===== src/rtl/sa6_pkg.sv =====
package sa6_pkg;

    localparam int NIB_W   = 4;
    localparam int N_CODES = 5;

    // Code values, index 0 in the low nibble.
    localparam logic [NIB_W*N_CODES-1:0] CODE_TABLE = {4'hF, 4'hE, 4'hC, 4'hA, 4'h8};

    typedef enum logic [1:0] {
        S_IDLE  = 2'd0,
        S_FILL  = 2'd1,
        S_WATCH = 2'd2
    } hist_state_e;

    function automatic logic [NIB_W-1:0] code_val(input int idx);
        return CODE_TABLE[idx*NIB_W +: NIB_W];
    endfunction

    // True when a equals b rotated by any amount.
    function automatic logic rot_match(input logic [NIB_W-1:0] a,
                                       input logic [NIB_W-1:0] b);
        logic             found;
        logic [NIB_W-1:0] rot;
        found = 1'b0;
        for (int r = 0; r < NIB_W; r++) begin
            for (int j = 0; j < NIB_W; j++) begin
                rot[j] = b[(j + r) % NIB_W];
            end
            if (rot == a) found = 1'b1;
        end
        return found;
    endfunction

endpackage


===== src/rtl/sa6_history.sv =====
module sa6_history
    import sa6_pkg::*;
#(
    parameter int DEPTH = 3,
    parameter int CNT_W = 4
) (
    input  logic                   clk,
    input  logic                   rst_n,
    input  logic                   clr,
    input  logic                   shift_en,
    input  logic                   bit_in,
    input  logic                   count_en,
    input  logic [CNT_W-1:0]       thr,
    output logic [NIB_W*DEPTH-1:0] win_nx,
    output logic                   reached
);
    localparam int WIN_W = NIB_W * DEPTH;

    logic [WIN_W-1:0] win_q;
    logic [CNT_W-1:0] cnt_q;
    logic [CNT_W-1:0] cnt_nx;

    always_comb begin
        win_nx  = shift_en ? {win_q[WIN_W-2:0], bit_in} : win_q;
        cnt_nx  = (count_en && (cnt_q < thr)) ? cnt_q + 1'b1 : cnt_q;
        reached = (cnt_nx >= thr);
    end

    always_ff @(posedge clk) begin
        if (!rst_n || clr) begin
            win_q <= '0;
            cnt_q <= '0;
        end else begin
            win_q <= win_nx;
            cnt_q <= cnt_nx;
        end
    end

    // the fill counter never passes the active threshold
    a_r3_cnt_bounded: assert property (@(posedge clk) disable iff (!rst_n)
        (cnt_q <= CNT_W'(WIN_W)));

endmodule


===== src/rtl/sa6_ctrl.sv =====
module sa6_ctrl
    import sa6_pkg::*;
(
    input  logic clk,
    input  logic rst_n,
    input  logic run,
    input  logic event_i,
    input  logic reached,
    output logic hist_clr,
    output logic eval
);
    hist_state_e state_q;
    hist_state_e state_d;

    always_comb begin
        state_d = state_q;
        unique case (state_q)
            S_IDLE: begin
                if (run) state_d = reached ? S_WATCH : S_FILL;
            end
            S_FILL: begin
                if (!run)         state_d = S_IDLE;
                else if (reached) state_d = S_WATCH;
            end
            S_WATCH: begin
                if (!run) state_d = S_IDLE;
            end
            default: state_d = S_IDLE;
        endcase
    end

    always_ff @(posedge clk) begin
        if (!rst_n) state_q <= S_IDLE;
        else        state_q <= state_d;
    end

    always_comb begin
        hist_clr = !run;
        eval     = run && event_i && ((state_q == S_WATCH) || reached);
    end

    // losing alignment or changing mode lands in IDLE
    a_r9_idle_after_loss: assert property (@(posedge clk) disable iff (!rst_n)
        !run |=> (state_q == S_IDLE));

    // a judgement in FILL only happens on the filling event
    a_r3_fill_judge: assert property (@(posedge clk) disable iff (!rst_n)
        (eval && state_q != S_WATCH) |=> (state_q == S_WATCH));

endmodule


===== src/rtl/sa6_judge.sv =====
module sa6_judge
    import sa6_pkg::*;
#(
    parameter int DEPTH = 3
) (
    input  logic                   clk,
    input  logic                   rst_n,
    input  logic                   eval,
    input  logic [NIB_W*DEPTH-1:0] win,
    output logic [N_CODES-1:0]     status,
    output logic                   irq
);
    logic [N_CODES-1:0] status_q;
    logic [N_CODES-1:0] status_d;
    logic [N_CODES-1:0] hit_vec;
    logic [NIB_W-1:0]   nib0;
    logic [NIB_W-1:0]   cur;
    logic               same;
    logic               irq_q;
    logic               irq_d;

    always_comb begin
        nib0 = win[NIB_W-1:0];
        same = 1'b1;
        for (int k = 1; k < DEPTH; k++) begin
            if (win[k*NIB_W +: NIB_W] != nib0) same = 1'b0;
        end
        cur = '0;
        for (int i = 0; i < N_CODES; i++) begin
            hit_vec[i] = (nib0 == code_val(i));
            if (status_q[i]) cur = code_val(i);
        end
        status_d = status_q;
        if (eval && same) begin
            if (!((|status_q) && rot_match(nib0, cur))) status_d = hit_vec;
        end
        irq_d = |(status_d & ~status_q);
    end

    always_ff @(posedge clk) begin
        if (!rst_n) begin
            status_q <= '0;
            irq_q    <= 1'b0;
        end else begin
            status_q <= status_d;
            irq_q    <= irq_d;
        end
    end

    assign status = status_q;
    assign irq    = irq_q;

    // never more than one code flagged
    a_r7_onehot: assert property (@(posedge clk) disable iff (!rst_n)
        $onehot0(status_q));

    // a pulse only accompanies a rising status bit
    a_r8_irq_on_rise: assert property (@(posedge clk) disable iff (!rst_n)
        irq_q |-> ((status_q & ~$past(status_q)) != '0));

    // the pulse lasts one cycle
    a_r8_irq_single: assert property (@(posedge clk) disable iff (!rst_n)
        irq_q |=> !irq_q);

    // status moves only on a judged event
    a_r4_hold_without_eval: assert property (@(posedge clk) disable iff (!rst_n)
        !eval |=> $stable(status_q));

endmodule


===== src/rtl/sa6_code_detect.sv =====
module sa6_code_detect
    import sa6_pkg::*;
#(
    parameter int HIST_NIBBLES = 3
) (
    input  logic               clk,
    input  logic               rst_n,
    input  logic               sa6_bit,
    input  logic               sa6_valid,
    input  logic               smf_strobe,
    input  logic               basic_align,
    input  logic               mf_align,
    input  logic               sync_en,
    output logic [N_CODES-1:0] code_status,
    output logic               code_irq
);
    localparam int WIN_W = NIB_W * HIST_NIBBLES;
    localparam int CNT_W = $clog2(WIN_W + 1);

    logic             mode_q;
    logic             gate;
    logic             run;
    logic             event_sel;
    logic [CNT_W-1:0] thr;
    logic [WIN_W-1:0] win_nx;
    logic             reached;
    logic             hist_clr;
    logic             eval;

    always_ff @(posedge clk) begin
        if (!rst_n) mode_q <= 1'b0;
        else        mode_q <= sync_en;
    end

    always_comb begin
        gate      = sync_en ? mf_align : basic_align;
        run       = gate && (sync_en == mode_q);
        event_sel = sync_en ? smf_strobe : sa6_valid;
        thr       = sync_en ? CNT_W'(HIST_NIBBLES) : CNT_W'(WIN_W);
    end

    sa6_history #(.DEPTH(HIST_NIBBLES), .CNT_W(CNT_W)) u_hist (
        .clk      (clk),
        .rst_n    (rst_n),
        .clr      (hist_clr),
        .shift_en (sa6_valid),
        .bit_in   (sa6_bit),
        .count_en (event_sel),
        .thr      (thr),
        .win_nx   (win_nx),
        .reached  (reached)
    );

    sa6_ctrl u_ctrl (
        .clk      (clk),
        .rst_n    (rst_n),
        .run      (run),
        .event_i  (event_sel),
        .reached  (reached),
        .hist_clr (hist_clr),
        .eval     (eval)
    );

    sa6_judge #(.DEPTH(HIST_NIBBLES)) u_judge (
        .clk    (clk),
        .rst_n  (rst_n),
        .eval   (eval),
        .win    (win_nx),
        .status (code_status),
        .irq    (code_irq)
    );

    // dropping the needed alignment leaves status alone
    a_r9_status_kept: assert property (@(posedge clk) disable iff (!rst_n)
        !gate |=> $stable(code_status));

    // in locked mode nothing is judged without a boundary strobe
    a_r5_strobe_only: assert property (@(posedge clk) disable iff (!rst_n)
        (sync_en && !smf_strobe) |=> $stable(code_status));

endmodule


===== config.mk =====
export PLATFORM = sky130hd
export DESIGN_NAME = sa6_code_detect
export DESIGN_NICKNAME = d
export VERILOG_FILES = /design/src/rtl/sa6_pkg.sv /design/src/rtl/sa6_history.sv /design/src/rtl/sa6_ctrl.sv /design/src/rtl/sa6_judge.sv /design/src/rtl/sa6_code_detect.sv
export SDC_FILE = /design/constraint.sdc
export NUM_CORES = 1
export LEC_CHECK = 0
export CAP_MARGIN = 20
export CORE_MARGIN = 5
export CORE_UTILIZATION = 23
export DETAILED_ROUTE_END_ITERATION = 6
export MAX_ROUTING_LAYER = met4
export SYNTH_ARGS = -nofsm -noshare
export SYNTH_HDL_FRONTEND = slang
export SYNTH_SLANG_ARGS = --single-unit

===== constraint.sdc =====
create_clock -name clk -period 3.9 [get_ports clk]
set_input_delay 0.78 -clock clk [delete_from_list [all_inputs] [get_ports clk]]
set_output_delay 0.78 -clock clk [all_outputs]
set_load 0.01 [all_outputs]

==> reports/metrics.cfg <==
[status]
status = finished clean

[detailed_routing]
wl_microns = 3240
routedWlPerCell_microns = 12.3
vias = 1236
avgViaCountPerCell = 4.68
firstDrtPassIters = 4
post-route-drc-count = 0
antenna_left = 0
drtIter0Drc = 67

[sta]
slew_viol_final = 0
setup_viol = 0
skew_ns = 0.00353
holdWs_ns = 0.439
setup_slack_ns = 0.252
fmax_ghz = 0.274
tightest_slew_ns = 0.619
rsz0062_at_grt = no
maxSlewHeadroom_pct = 58.7
period_needed_ns = 3.65
period_share_pct = 93.5
hold_viol = 0

[logic_synthesis]
ys_warn_count = 0
synthTopCellsByCount = 25 x dfxtp_1, 18 x mux2i_1, 17 x nand2_1
ys_seq_area_share_pct = 34.0
yosys.area_share.simple_pct = 24.4
synth_seq_cells = 25
syn_nets = 188
synth_area_leaders = dfxtp_1 34%, mux2i_1 12%, ha_1 6.8%, nand2_1 4.3%, nor2_1 4.1%
synth_area_leader_cell = dfxtp_1
synth_cell_type_count = 40
yosys.cell_count.top_type = dfxtp_1
async_reset_ff_share_pct = 0
ys.flop_type = dfxtp_1
syn_area_per_cell_sq_um = 8.55
synth-compound-area-share_pct = 14.5
netlist_area_sq_um = 1470
synth_xor_area_share_pct = 1.79
synth_top_area_share_pct = 34.0
synthAdderAreaFrac_pct = 7.49
synthMuxAreaShare_pct = 14.6
netlist_instances = 172
synth-edff-count = 0
synth_top_family_by_area = simple AND/OR/NAND/NOR gates

[floorplan]
die-area_sq_um = 8090
boundaryPins = 14
core_area_sq_um = 6280
rows = 29
initial_core_util_pct = 23.4
fp.dieH_microns = 90.0
die_w_microns = 90.0

[clock_tree]
clock_path_buffers = 2
root_buffer = clkbuf_8
clk_latency_ns = 0.27
ctsResizeCount = 0
cts.sink_count = 25
cts_setup_buffers = 0
htree_levels = 1
cts_tree = done
cts_hold_buf = 0
path_clk_slew_ns = 0.09
numCtsBuffers = 3

[placed_design]
dp_slack_ns = -0.0207
gp_congestion = 0.835
io_buffer_count = 13
place_inst = 260
place_area_sq_um = 1700
dp_hpwl_microns = 2490

[power_and_ir_drop]
p_leak_nw = 0.648
seqPwrFrac_pct = 56.0
pwr-share-comb_pct = 10.9
peakVddDrop_uv = 152
powerDensity_nw_per_um2 = 265
p_clk_share_pct = 33.1
p_int_uw = 351
power_switching_uw = 110
swShare_pct = 23.9

[cells_and_area]
antennaDiodeCount = 0
design_area_sq_um = 1740
layout-drive-gt1-share_pct = 6.95
n_fill_cell = 659
syn2layout_area_growth_pct = 18.6
fin_cells = 264
finalNetCount = 204

[critical_path]
crit_end = u_judge.status[0]$_SDFF_PN0_
reg2reg_depth = 11
crit_start = sync_en
timing.rr.end = u_judge.status[0]$_SDFF_PN0_
cpMostUsedCell = a21oi_1
cp-end-kind = register
ff2ff_setup_slack_ns = 0.97
crit_type = primary input to register
crit_path_cell_trace = clkdlybuf4s50_1 > inv_1 > ha_1 > a21o_1 > a21oi_1 > o21ai_1 > mux2_2 > ha_1 > a21oi_1 > o21ai_0 > a21oi_1 > nor4b_4 > mux2i_1
cp_data_required_time_ns = 4.10
start_kind = primary input
timing.rr.start = u_hist.cnt_q[1]$_SDFF_PP0_
critPathArrivalTime_ns = 3.84
cp_slowest_cell = nor4b_4
critPathMaxStageDelay_ns = 0.49
path_max_fanout = 5

[min_path]
hold_start = u_ctrl.state_q[0]$_SDFFE_PN0P_
hold_path.class = register to register

[global_routing]
grt-ovfl-total = 0
grt_max_degree = 23
antenna_found_initial = 0
grt_pass1_wl_microns = 5730
grt_usage_pct = 8.59
grt_pass1_vias = 1213

[run]
maxCapViolations = 0

## placed cells by master, fill, tap and decap left out, types with 3 or more instances in the layout
| cell | synthesis | final |
|---|---|---|
| buf_4 | 0 | 3 |
| mux2_2 | 3 | 3 |
| nor3_1 | 3 | 3 |
| a22oi_1 | 3 | 3 |
| or3_1 | 3 | 3 |
| o211ai_1 | 3 | 3 |
| nand4_1 | 3 | 3 |
| clkdlybuf4s50_1 | 0 | 13 |
| a21oi_1 | 7 | 7 |
| nand2_1 | 17 | 17 |
| nand2b_1 | 6 | 6 |
| ha_1 | 8 | 8 |
| mux2i_1 | 18 | 18 |
| nor2b_1 | 5 | 5 |
| clkbuf_8 | 0 | 3 |
| dfxtp_1 | 25 | 25 |
| nand3_1 | 9 | 9 |
| nor2_1 | 16 | 16 |
| o21ai_0 | 5 | 5 |
| inv_1 | 7 | 7 |
## metal layers
layer	wire (microns)	GRT usage [%]
met5	0	-
met4	17	1.86
met3	110	2.59
met2	1510	13.8
met1	1600	10.7
## how the worst min path moves through the flow
stage / cells past startpoint / to / slack, ns
after global placement: 1 / u_ctrl.state_q[1]$_SDFFE_PN0P_ / 0.43
after CTS: 1 / u_ctrl.state_q[1]$_SDFFE_PN0P_ / 0.44
final: 1 / u_ctrl.state_q[1]$_SDFFE_PN0P_ / 0.44
after detailed placement: 1 / u_ctrl.state_q[1]$_SDFFE_PN0P_ / 0.43
after floorplan: 1 / u_ctrl.state_q[1]$_SDFFE_PN0P_ / 0.42
after global routing: 1 / u_ctrl.state_q[1]$_SDFFE_PN0P_ / 0.47
## cell families (layout without fill, tap and decap cells)
group | after synthesis | in the layout
muxes | 21 | 21
DFF | 25 | 25
and+or+nand+nor | 70 | 70
xor gates and xnor gates | 3 | 3
buffers and inverters | 12 | 27
AOI/OAI and AO/OA | 32 | 32
adders and majority gates | 9 | 9
## critical path: cells and delay by family
family                     cells  cell delay (ns)
buffers and inverters          2             0.54
AOI/OAI and AO/OA              6             0.91
and+or+nand+nor                1             0.49
muxes                          2             0.55
adders and majority gates      2             0.56
## registers in the layout, indices dropped and copies added, names as in the netlist
signal and cells:
u_hist.win_q 12, u_judge.status 5, u_hist.cnt_q 4, u_ctrl.state_q 2
mode_q 1, u_judge.irq 1
## through the flow
stage / total power, mW / setup TNS, ns / util (%)
after global placement: 0.315 / 0 / 27.0
after CTS: 0.469 / 0 / 27.8
after detailed placement: 0.315 / -0.0395 / 27.0
after global routing: 0.486 / 0 / 27.8
final: 0.462 / 0 / 27.8
after floorplan: 0.296 / 0 / -
## cell type report
| class | instances | area [sq um] | share of cell area [%] |
|---|---|---|---|
| multi-input combinational | 135 | 922 | 52.9 |
| sequential | 25 | 500 | 28.7 |
| timing repair buffer | 16 | 153 | 8.75 |
| clock buffer | 3 | 41.3 | 2.37 |
| inverter | 7 | 26.3 | 1.51 |
| tap | 77 | 96.3 | 5.52 |
| clock inverter | 1 | 5.00 | 0.287 |
## power groups by stage
stage                     Clock, mW  Sequential, mW  Combinational [mW]
final                         0.153           0.258              0.0503
after global placement            0           0.265              0.0500
after global routing          0.171           0.259              0.0558
after CTS                     0.160           0.259              0.0506
after floorplan                   0           0.264              0.0318
after detailed placement          0           0.264              0.0502
Note: power is estimated with default switching activity, not from simulation.
